**config.mk**
```make
export PLATFORM = sky130hd
export DESIGN_NAME = lineupd_top
export DESIGN_NICKNAME = d
export VERILOG_FILES = /design/src/rtl/lineupd_pkg.sv /design/src/rtl/lineupd_pick.sv /design/src/rtl/lineupd_merge.sv /design/src/rtl/lineupd_top.sv
export SDC_FILE = /design/constraint.sdc
export NUM_CORES = 1
export LEC_CHECK = 0
export ABC_AREA = 1
export CELL_PAD_IN_SITES_DETAIL_PLACEMENT = 2
export CELL_PAD_IN_SITES_GLOBAL_PLACEMENT = 2
export CORE_ASPECT_RATIO = 1.2
export CORE_MARGIN = 2
export CORE_UTILIZATION = 13
export CTS_BUF_LIST = sky130_fd_sc_hd__clkbuf_4
export DETAILED_ROUTE_END_ITERATION = 10
export PLACE_DENSITY_LB_ADDON = 0.1
export SLEW_MARGIN = 20
export SYNTH_ARGS = -nofsm -noshare
export SYNTH_HDL_FRONTEND = slang
export SYNTH_SLANG_ARGS = --single-unit
```
**constraint.sdc**
```tcl
create_clock -name clk -period 3.4 [get_ports clk]
set_input_delay 0.85 -clock clk [delete_from_list [all_inputs] [get_ports clk]]
set_output_delay 0.85 -clock clk [all_outputs]
set_load 0.005 [all_outputs]
```
**src/rtl/lineupd_pkg.sv**
```systemverilog
package lineupd_pkg;
  typedef enum logic [1:0] {
    ST_IDLE = 2'd0,
    ST_RD   = 2'd1,
    ST_WR   = 2'd2,
    ST_DONE = 2'd3
  } upd_state_t;
endpackage

```
**src/rtl/lineupd_pick.sv**
```systemverilog
// Finds the lowest word index >= from_idx that needs work.
module lineupd_pick #(
  parameter int WORDS = 8,
  parameter int BEW   = 4,
  localparam int WORDW = $clog2(WORDS)
) (
  input  logic [WORDS*BEW-1:0] be_flat,
  input  logic [WORDW:0]       from_idx,
  input  logic                 skip,
  output logic                 found,
  output logic [WORDW-1:0]     idx
);
  logic [WORDS-1:0] cand;

  for (genvar g = 0; g < WORDS; g++) begin : g_cand
    assign cand[g] = ((WORDW+1)'(g) >= from_idx) &&
                     (!skip || (|be_flat[g*BEW +: BEW]));
  end

  always_comb begin
    found = 1'b0;
    idx   = '0;
    for (int i = WORDS - 1; i >= 0; i--) begin
      if (cand[i]) begin
        found = 1'b1;
        idx   = WORDW'(i);
      end
    end
  end
endmodule

```
**src/rtl/lineupd_merge.sv**
```systemverilog
// Byte-wise merge of new data into old data under a byte mask.
module lineupd_merge #(
  parameter int DW = 32,
  localparam int BEW = DW / 8
) (
  input  logic [DW-1:0]  old_word,
  input  logic [DW-1:0]  new_word,
  input  logic [BEW-1:0] mask,
  output logic [DW-1:0]  merged
);
  for (genvar b = 0; b < BEW; b++) begin : g_byte
    assign merged[b*8 +: 8] = mask[b] ? new_word[b*8 +: 8] : old_word[b*8 +: 8];
  end
endmodule

```
**src/rtl/lineupd_top.sv**
```systemverilog
module lineupd_top #(
  parameter int WORDS = 8,
  parameter int SETS  = 16,
  parameter int WAYS  = 4,
  parameter int DW    = 32,
  localparam int WORDW = $clog2(WORDS),
  localparam int SETW  = $clog2(SETS),
  localparam int WAYW  = $clog2(WAYS),
  localparam int BEW   = DW / 8,
  localparam int AW    = SETW + WAYW + WORDW
) (
  input  logic                 clk,
  input  logic                 rst_n,
  input  logic                 start,
  input  logic [SETW-1:0]      start_set,
  input  logic [WAYW-1:0]      start_way,
  input  logic                 skip_en,
  input  logic [WORDS*DW-1:0]  line_data,
  input  logic [WORDS*BEW-1:0] line_be,
  output logic                 busy,
  output logic                 done,
  output logic                 arr_en,
  output logic                 arr_we,
  output logic [AW-1:0]        arr_addr,
  output logic [DW-1:0]        arr_wdata,
  input  logic [DW-1:0]        arr_rdata
);
  import lineupd_pkg::*;

  upd_state_t       state_q;
  logic [SETW-1:0]  set_q;
  logic [WAYW-1:0]  way_q;
  logic             skip_q;
  logic [WORDW-1:0] word_q;

  logic             idle;
  logic [WORDW:0]   from_idx;
  logic             pick_skip;
  logic             pick_found;
  logic [WORDW-1:0] pick_idx;

  assign idle      = (state_q == ST_IDLE);
  assign from_idx  = idle ? '0 : ({1'b0, word_q} + 1'b1);
  assign pick_skip = idle ? skip_en : skip_q;

  lineupd_pick #(.WORDS(WORDS), .BEW(BEW)) pick_i (
    .be_flat  (line_be),
    .from_idx (from_idx),
    .skip     (pick_skip),
    .found    (pick_found),
    .idx      (pick_idx)
  );

  always_ff @(posedge clk or negedge rst_n) begin
    if (!rst_n) begin
      state_q <= ST_IDLE;
      set_q   <= '0;
      way_q   <= '0;
      skip_q  <= 1'b0;
      word_q  <= '0;
    end else begin
      case (state_q)
        ST_IDLE: begin
          if (start) begin
            set_q  <= start_set;
            way_q  <= start_way;
            skip_q <= skip_en;
            word_q <= pick_idx;
            state_q <= pick_found ? ST_RD : ST_DONE;
          end
        end
        ST_RD: state_q <= ST_WR;
        ST_WR: begin
          if (pick_found) begin
            word_q  <= pick_idx;
            state_q <= ST_RD;
          end else begin
            state_q <= ST_DONE;
          end
        end
        default: state_q <= ST_IDLE;
      endcase
    end
  end

  assign busy     = !idle;
  assign done     = (state_q == ST_DONE);
  assign arr_en   = (state_q == ST_RD) || (state_q == ST_WR);
  assign arr_we   = (state_q == ST_WR);
  assign arr_addr = {set_q, way_q, word_q};

  lineupd_merge #(.DW(DW)) merge_i (
    .old_word (arr_rdata),
    .new_word (line_data[word_q*DW +: DW]),
    .mask     (line_be[word_q*BEW +: BEW]),
    .merged   (arr_wdata)
  );
endmodule

```
==> results of run 1 <==
[placed cells by master, fill, tap and decap left out, types with 2 or more instances in the layout]
master and instances:
dfrtp_1 9, clkdlybuf4s50_1 328, diode_2 12, o21ai_2 5
a31oi_1 32, o21ai_1 30, inv_2 3, dlygate4sd2_1 14
nand2_1 98, o22ai_1 65, dfrtp_2 2, buf_12 15
nor2_1 214, dlymetal6s2s_1 5, nor2_2 5, clkdlybuf4s15_1 3
inv_1 10, o21ai_0 118, nand3_1 15, buf_8 2
mux2_2 7, buf_6 3, buf_2 22, a31oi_4 5
ha_1 4, clkbuf_4 4, clkbuf_2 2, buf_4 28
[registers in the layout (all words and copies together) (netlist names)]
register  flops
word_q        3
set_q         4
skip_q        1
state_q       2
way_q         2
[power by group]
group	switching (uW)	leakage, uW	internal [uW]
sequential	50.2	0.000142	213
clock	48.2	0.0000185	53.3
combinational	2170	0.00302	1970
[through the flow]
step	cells	total power [uW]	TNS (ns)	setup slack, ns
2_1_floorplan	689	2220	0	0.813
3_5_place_dp	1378	4270	-9.53	-0.391
6_report	1411	4510	0	0.0956
5_1_grt	1410	4970	0	0.00104
4_1_cts	1400	4660	-0.0322	-0.0249
3_3_place_gp	1378	4220	-8.49	-0.309
[metal layers]
layer / vias up / part of all wire, %
met3: 26 / 5.7
li1: 3142 / -
met5: - / 0.059
met4: 2 / 1.8
met2: 200 / 51
met1: 3047 / 41
[worst reg2reg max path, delay by kind of cell, from the launching register on]
family                     cells  cell delay (ns)
DFF                            1             0.54
and+or+nand+nor                9             0.96
AOI/OAI and AO/OA              1             0.06
adders and majority gates      1             0.24
buffers and inverters          4             0.48
[area by class of cell]
cell class	count	share of cell area (%)
repair buffers	425	52.9
multi-input cells	604	36.6
well taps	340	5.26
flip-flops and latches	12	3.79
inverters	14	0.712
clock buffers	4	0.371
diodes	12	0.371
[cell families (layout without fill, tap and decap cells)]
logic type / Yosys count / after routing
AOI/OAI and AO/OA: 256 / 256
other: 0 / 12
and+or+nand+nor: 337 / 337
buffers and inverters: 73 / 443
muxes: 7 / 7
adders and majority gates: 4 / 4
DFF: 12 / 12
[how the worst min path moves through the flow]
| stage | to |
|---|---|
| after global routing | way_q[1] |
| after global placement | way_q[1] |
| final | way_q[0] |
| after detailed placement | way_q[0] |
| after floorplan | skip_q |
| after CTS | way_q[0] |
[repair_timing]
action	4_1_cts	5_1_grt
setup buffers	15	1
cloned	3	1
endpoints found under the setup margin	32	26
pin swaps	5	10
resized for setup	129	30
==> summary.md, run 1 <==
| Metric | Value |
|---|---|
| # clock sinks | `12` |
| Crit path to | `arr_wdata[2]` |
| CTS clk-pin slew, worst paths | `0.07 ns` |
| Post-synth net total | `1023` |
| Simple-gate share of the synthesized area | `36.8%` |
| Cell count after synthesis | `~690` |
| Layout filler cell count | `3286` |
| First-pass GRT wire length | `43.3 mm` |
| Hold slack | `0.506 ns` |
| Worst setup SP type | `input port` |
| Post-synthesis xor/xnor area fraction | `0%` |
| CP Depth | `10` |
| Final instance area | `about 0.0081 sq mm` |
| Port bufs | `374` |
| RSZ-0062 raised after global routing | `no` |
| H-tree depth | `1` |
| Met3 Resource Use GR | `under 10%` |
| Die Y-Extent | `185 um` |
| Antenna violations before repair | `12` |
| Horiz. Die Dim | `between 150 and 200 um` |
| Yosys cell types | `23` |
| Dpl hpwl | `roughly 24 mm` |
| Setup Skew | `about 0.007 ns` |
| Adder-cell share of the synthesized area | `under 10%` |
| Min cycle time layout | `3.30 ns` |
| CP Max Fanout | `7` |
| All-layer global routing usage | `19.9%` |
| Yosys warns | `0` |
| Top cells by area, synth | `nor2_1 23%, o21ai_0 19%, o22ai_1 11%` |
| Largest net degree at the start of global routing | `73` |
| FF/Latch Area | `307 sq um` |
| Share of cells above drive strength 1 | `10.5%` |
| DIE AREA | `between 0.02 and 0.03 sq mm` |
| Core Rows | `66` |
| Footprint of the multi-input gates | `0.00296 sq mm` |
| Worst-margin pin slew | `0.589 ns` |
| Outcome | `finished, final reports clean` |
| DR vias | `approximately 6.4k` |
| Grt ovf | `0` |
| PwrDens | `between 500 and 600 mW/mm^2` |
| Global route hottest layer | `met2` |
| Worst Setup SP | `line_be[4]` |
| Clk buf depth | `2` |
| Reg2Reg Setup Slack | `around 0.99 ns` |
| Area leader, netlist | `nor2_1` |
| Hold WC Path Type | `flip-flop to flip-flop` |
| Post-DRT Antenna Nets | `0` |
| P&R area growth vs syn | `127%` |
| CTS tree | `done` |
| Final core occ | `29.9%` |
| Proportion of synthesized area in mux cells | `approximately 2.2%` |
| CORE AREA | `0.0271 sq mm` |
| Ys async rst share | `100%` |
| # IOs | `between 300 and 400` |
| Routed wire length | `30.4 mm` |
| Cell at the root of the clock tree | `clkbuf_4` |
| CP top delay family | `buffers and inverters` |
| Largest family of logic cells by synthesized area | `compound AO/OA/AOI/OAI gates` |
| Reg2reg path depth | `15` |
| Slew Limit Fails | `0` |
| # hold bufs at CTS | `0` |
| Crit path max-delay cell type | `clkdlybuf4s50_1` |
| Max Cap Violations | `0` |
| EDFF count, synth | `0` |
| Nets | `1394` |
| Met2 Usage GRT | `36.6%` |
| Synth Area in Compound Gates | `between 40% and 50%` |
| Area after DPL | `0.00787 sq mm` |
| Most frequent cell after synthesis | `nor2_1` |
| Pleak | `0.00319 uW` |
| Worst EP arrival | `2.45 ns` |
| Synthesized area per cell | `~5.2 sq um` |
| Iter 0 DRT Violations | `156` |
| Fmax | `303 MHz` |
| Critical path buffers and inverters | `6` |
| Final hold violations | `0` |
| DRC violations left | `0` |
| R2R Path Start | `word_q[0]` |
| Routed vias/inst | `4.55` |
| Crit-path cells | `clkdlybuf4s50_1, o21ai_2, a31oi_4, buf_6, buf_12, buf_8, buf_4, nor2_4, a31oi_1, buf_2` |
| Synth Flop Type | `dfrtp_1` |
| Kind of critical path | `input port to primary output` |
| Setup crit end kind | `primary output` |
| Mapped Area | `0.00357 sq mm` |
| Relative slew slack | `60.6%` |
| Seq/Total Area, Yosys | `8.42%` |
| Drt pass-1 iters | `4` |
| Hold Path Cell Cnt | `1` |
| Worst-Skew Late Latency | `0.27 ns` |
| TritonCTS buffer count | `3` |
| Crit share post-route | `97.2%` |
| GPL Wtd Cong | `0.803` |
| Vias in the first global route | `6842` |
| Initial core utilization | `13.2%` |
| Synth cell count leaders | `219 x nor2_1, 134 x o21ai_0, 98 x nand2_1` |
| Synth top area share | `23.0%` |
| Synthesized flop and latch total | `12` |
| Maximum VDD drop | `0.281 mV` |
| Final setup vio count | `0` |
| Reg-to-reg critical path endpoint | `word_q[1]` |
| Hold path startpoint | `way_q[0]` |
| Max incr delay on CP | `0.52 ns` |
| WL/cell | `21.5 um` |
| Met1 Track Usage GR | `a little under a quarter` |
| Worst EP required | `2.55 ns` |
Power figures use the tool's default switching activity.
==> run 2, diff against run 1 <==
CTS_BUF_LIST = sky130_fd_sc_hd__clkbuf_2 sky130_fd_sc_hd__clkbuf_4 sky130_fd_sc_hd__clkbuf_8   (was sky130_fd_sc_hd__clkbuf_4)
==> summary.md, run 2 (same netlist as run 1, synthesis figures left out) <==
| Metric | Value |
|---|---|
| Outcome | `finished, final reports clean` |
| Reg-to-reg critical path endpoint | `word_q[1]` |
| Power, Total | `between 4000 and 5000 uW` |
| Crit share post-route | `a little over nine tenths` |
| DP Worst Slack | `-0.391 ns` |
| Crit path max-delay cell type | `clkdlybuf4s50_1` |
| Max incr delay on CP | `0.45 ns` |
| GPL Wtd Cong | `0.803` |
| CP Max Fanout | `7` |
| Routed vias/inst | `between 4 and 5` |
| Reg2Reg Setup Slack | `1.09 ns` |
| WL/cell | `roughly 22 um` |
| Share of cells above drive strength 1 | `10.3%` |
| Hold Path Cell Cnt | `1` |
| Top reg by flops | `set_q` |
| Reg2reg path depth | `14` |
| Critical path buffers and inverters | `6` |
| Grt ovf | `0` |
| RSZ-0062 raised after global routing | `no` |
| Min cycle time layout | `~3.3 ns` |
| Drt pass-1 iters | `4` |
| Hold path endpoint | `way_q[0]` |
| Post-DRT Antenna Nets | `0` |
| Kind of critical path | `input port to primary output` |
| Worst-margin pin slew | `0.589 ns` |
| Core Rows | `66` |
| DRC violations left | `0` |
| Initial core utilization | `13.2%` |
| DR vias | `6429` |
| Worst EP arrival | `2.44 ns` |
| Worst-Skew Late Latency | `0.24 ns` |
| Fmax | `304 MHz` |
| Clk buf depth | `2` |
| Worst setup SP type | `input port` |
| H-tree depth | `1` |
| Routed wire length | `30.3 mm` |
| Commonest non-fill, non-tap cell in the layout | `clkdlybuf4s50_1` |
| Biggest regs | `set_q x4, word_q x3` |
| Most frequent cells in the layout | `326 x clkdlybuf4s50_1, 214 x nor2_1, 118 x o21ai_0` |
| Setup Skew | `0.00544 ns` |
| Crit-path cells | `clkdlybuf4s50_1, o21ai_2, a31oi_4, buf_6, buf_12, buf_8, buf_4, a31oi_1, buf_2` |
| CP top delay family | `buffers and inverters` |
| Layout filler cell count | `around 3.3k` |
| Hold WC Path Type | `flip-flop to flip-flop` |
| Iter 0 DRT Violations | `148` |
| Vias in the first global route | `6843` |
| Max Cap Violations | `0` |
| CORE AREA | `0.0271 sq mm` |
| Largest net degree at the start of global routing | `73` |
| Final setup vio count | `0` |
| Pleak | `0.00319 uW` |
| Relative slew slack | `60.6%` |
| TritonCTS buffer count | `3` |
| # hold bufs at CTS | `0` |
| CTS tree | `done` |
| Hold path startpoint | `way_q[0]` |
| Final hold violations | `0` |
| Setup crit end kind | `primary output` |
| Worst EP required | `2.55 ns` |
| Port bufs | `374` |
| First-pass GRT wire length | `43.3 mm` |
| P&R area growth vs syn | `126%` |
| Horiz. Die Dim | `155 um` |
| All-layer global routing usage | `between 10% and 20%` |
| DIE AREA | `approximately 0.029 sq mm` |
| Maximum VDD drop | `about 0.36 mV` |
| Final WS setup | `between 0.1 and 0.15 ns` |
| Max reg flops | `4` |
| # IOs | `375` |
| Final core occ | `29.8%` |
| Antenna violations before repair | `12` |
| Nets | `1392` |
| Hold slack | `0.501 ns` |
| Cell at the root of the clock tree | `clkbuf_8` |
| # clock sinks | `12` |
| Die Y-Extent | `approximately 190 um` |
| PwrDens | `557 mW/mm^2` |
| CTS clk-pin slew, worst paths | `roughly 0.050 ns` |
| Slew Limit Fails | `0` |
| R2R Path Start | `state_q[0]` |
| Dpl hpwl | `roughly 24 mm` |
## run 2: changes by cell type in the layout (fill, tap and decap cells not counted), sizes merged
cell | before | now
clkdlybuf4s50 | 328 | 326
buf | 71 | 70
clkbuf | 7 | 6
dlymetal6s2s | 5 | 7
## run 2: cell type report
| cell class | instances | area, sq um | share of cell area [%] |
|---|---|---|---|
| repair buffers | 423 | 4250 | 52.6 |
| multi-input cells | 604 | 2960 | 36.7 |
| well taps | 340 | 425 | 5.27 |
| flip-flops and latches | 12 | 307 | 3.79 |
| inverters | 14 | 55.1 | 0.682 |
| clock buffers | 4 | 48.8 | 0.604 |
| diodes | 12 | 30.0 | 0.372 |
## run 2: worst max path at each step
stage	startpoint	cells after the start	to	slack [ns]
3_5_place_dp	line_be[21]	9	arr_wdata[8]	-0.39
4_1_cts	line_be[2]	11	arr_wdata[17]	-0.02
3_3_place_gp	line_be[22]	9	arr_wdata[17]	-0.31
5_1_grt	line_be[24]	14	arr_wdata[2]	0.002
6_report	line_be[12]	9	arr_wdata[7]	0.11
2_1_floorplan	line_be[24]	9	arr_wdata[5]	0.81
## run 2: metal layers
layer / vias to the layer above / share of wire (%) / GRT usage [%]
li1: 3138 / - / -
met1: 3057 / 41 / 23.4
met2: 206 / 51 / 36.6
met3: 26 / 5.8 / 3.80
met4: 2 / 1.8 / 5.87
met5: - / 0.043 / 0
## run 2: report_power, final
part / switching [uW] / internal, uW
clock network: 53.5 / 90.6
logic: 2160 / 1940
registers: 47.2 / 213
## run 2: per-stage QoR
stage	area, sq um	cells	setup TNS, ns
3_3_place_gp	7870	1378	-8.49
3_5_place_dp	7870	1378	-9.53
6_report	8080	1409	0
5_1_grt	8080	1408	0
4_1_cts	8100	1400	-0.0322
2_1_floorplan	3570	689	0
## run 2: what timing repair did
item	in CTS	in global routing
endpoints found under the setup margin	32	26
resized for setup	129	31
cloned	3	0
buffers inserted	15	0
pin swaps	5	11
==> run 3, diff against run 2 <==
SLEW_MARGIN = 25   (was 20)
==> results of run 3 <==
Final layout, timing and power as in run 2 (identical DEF).
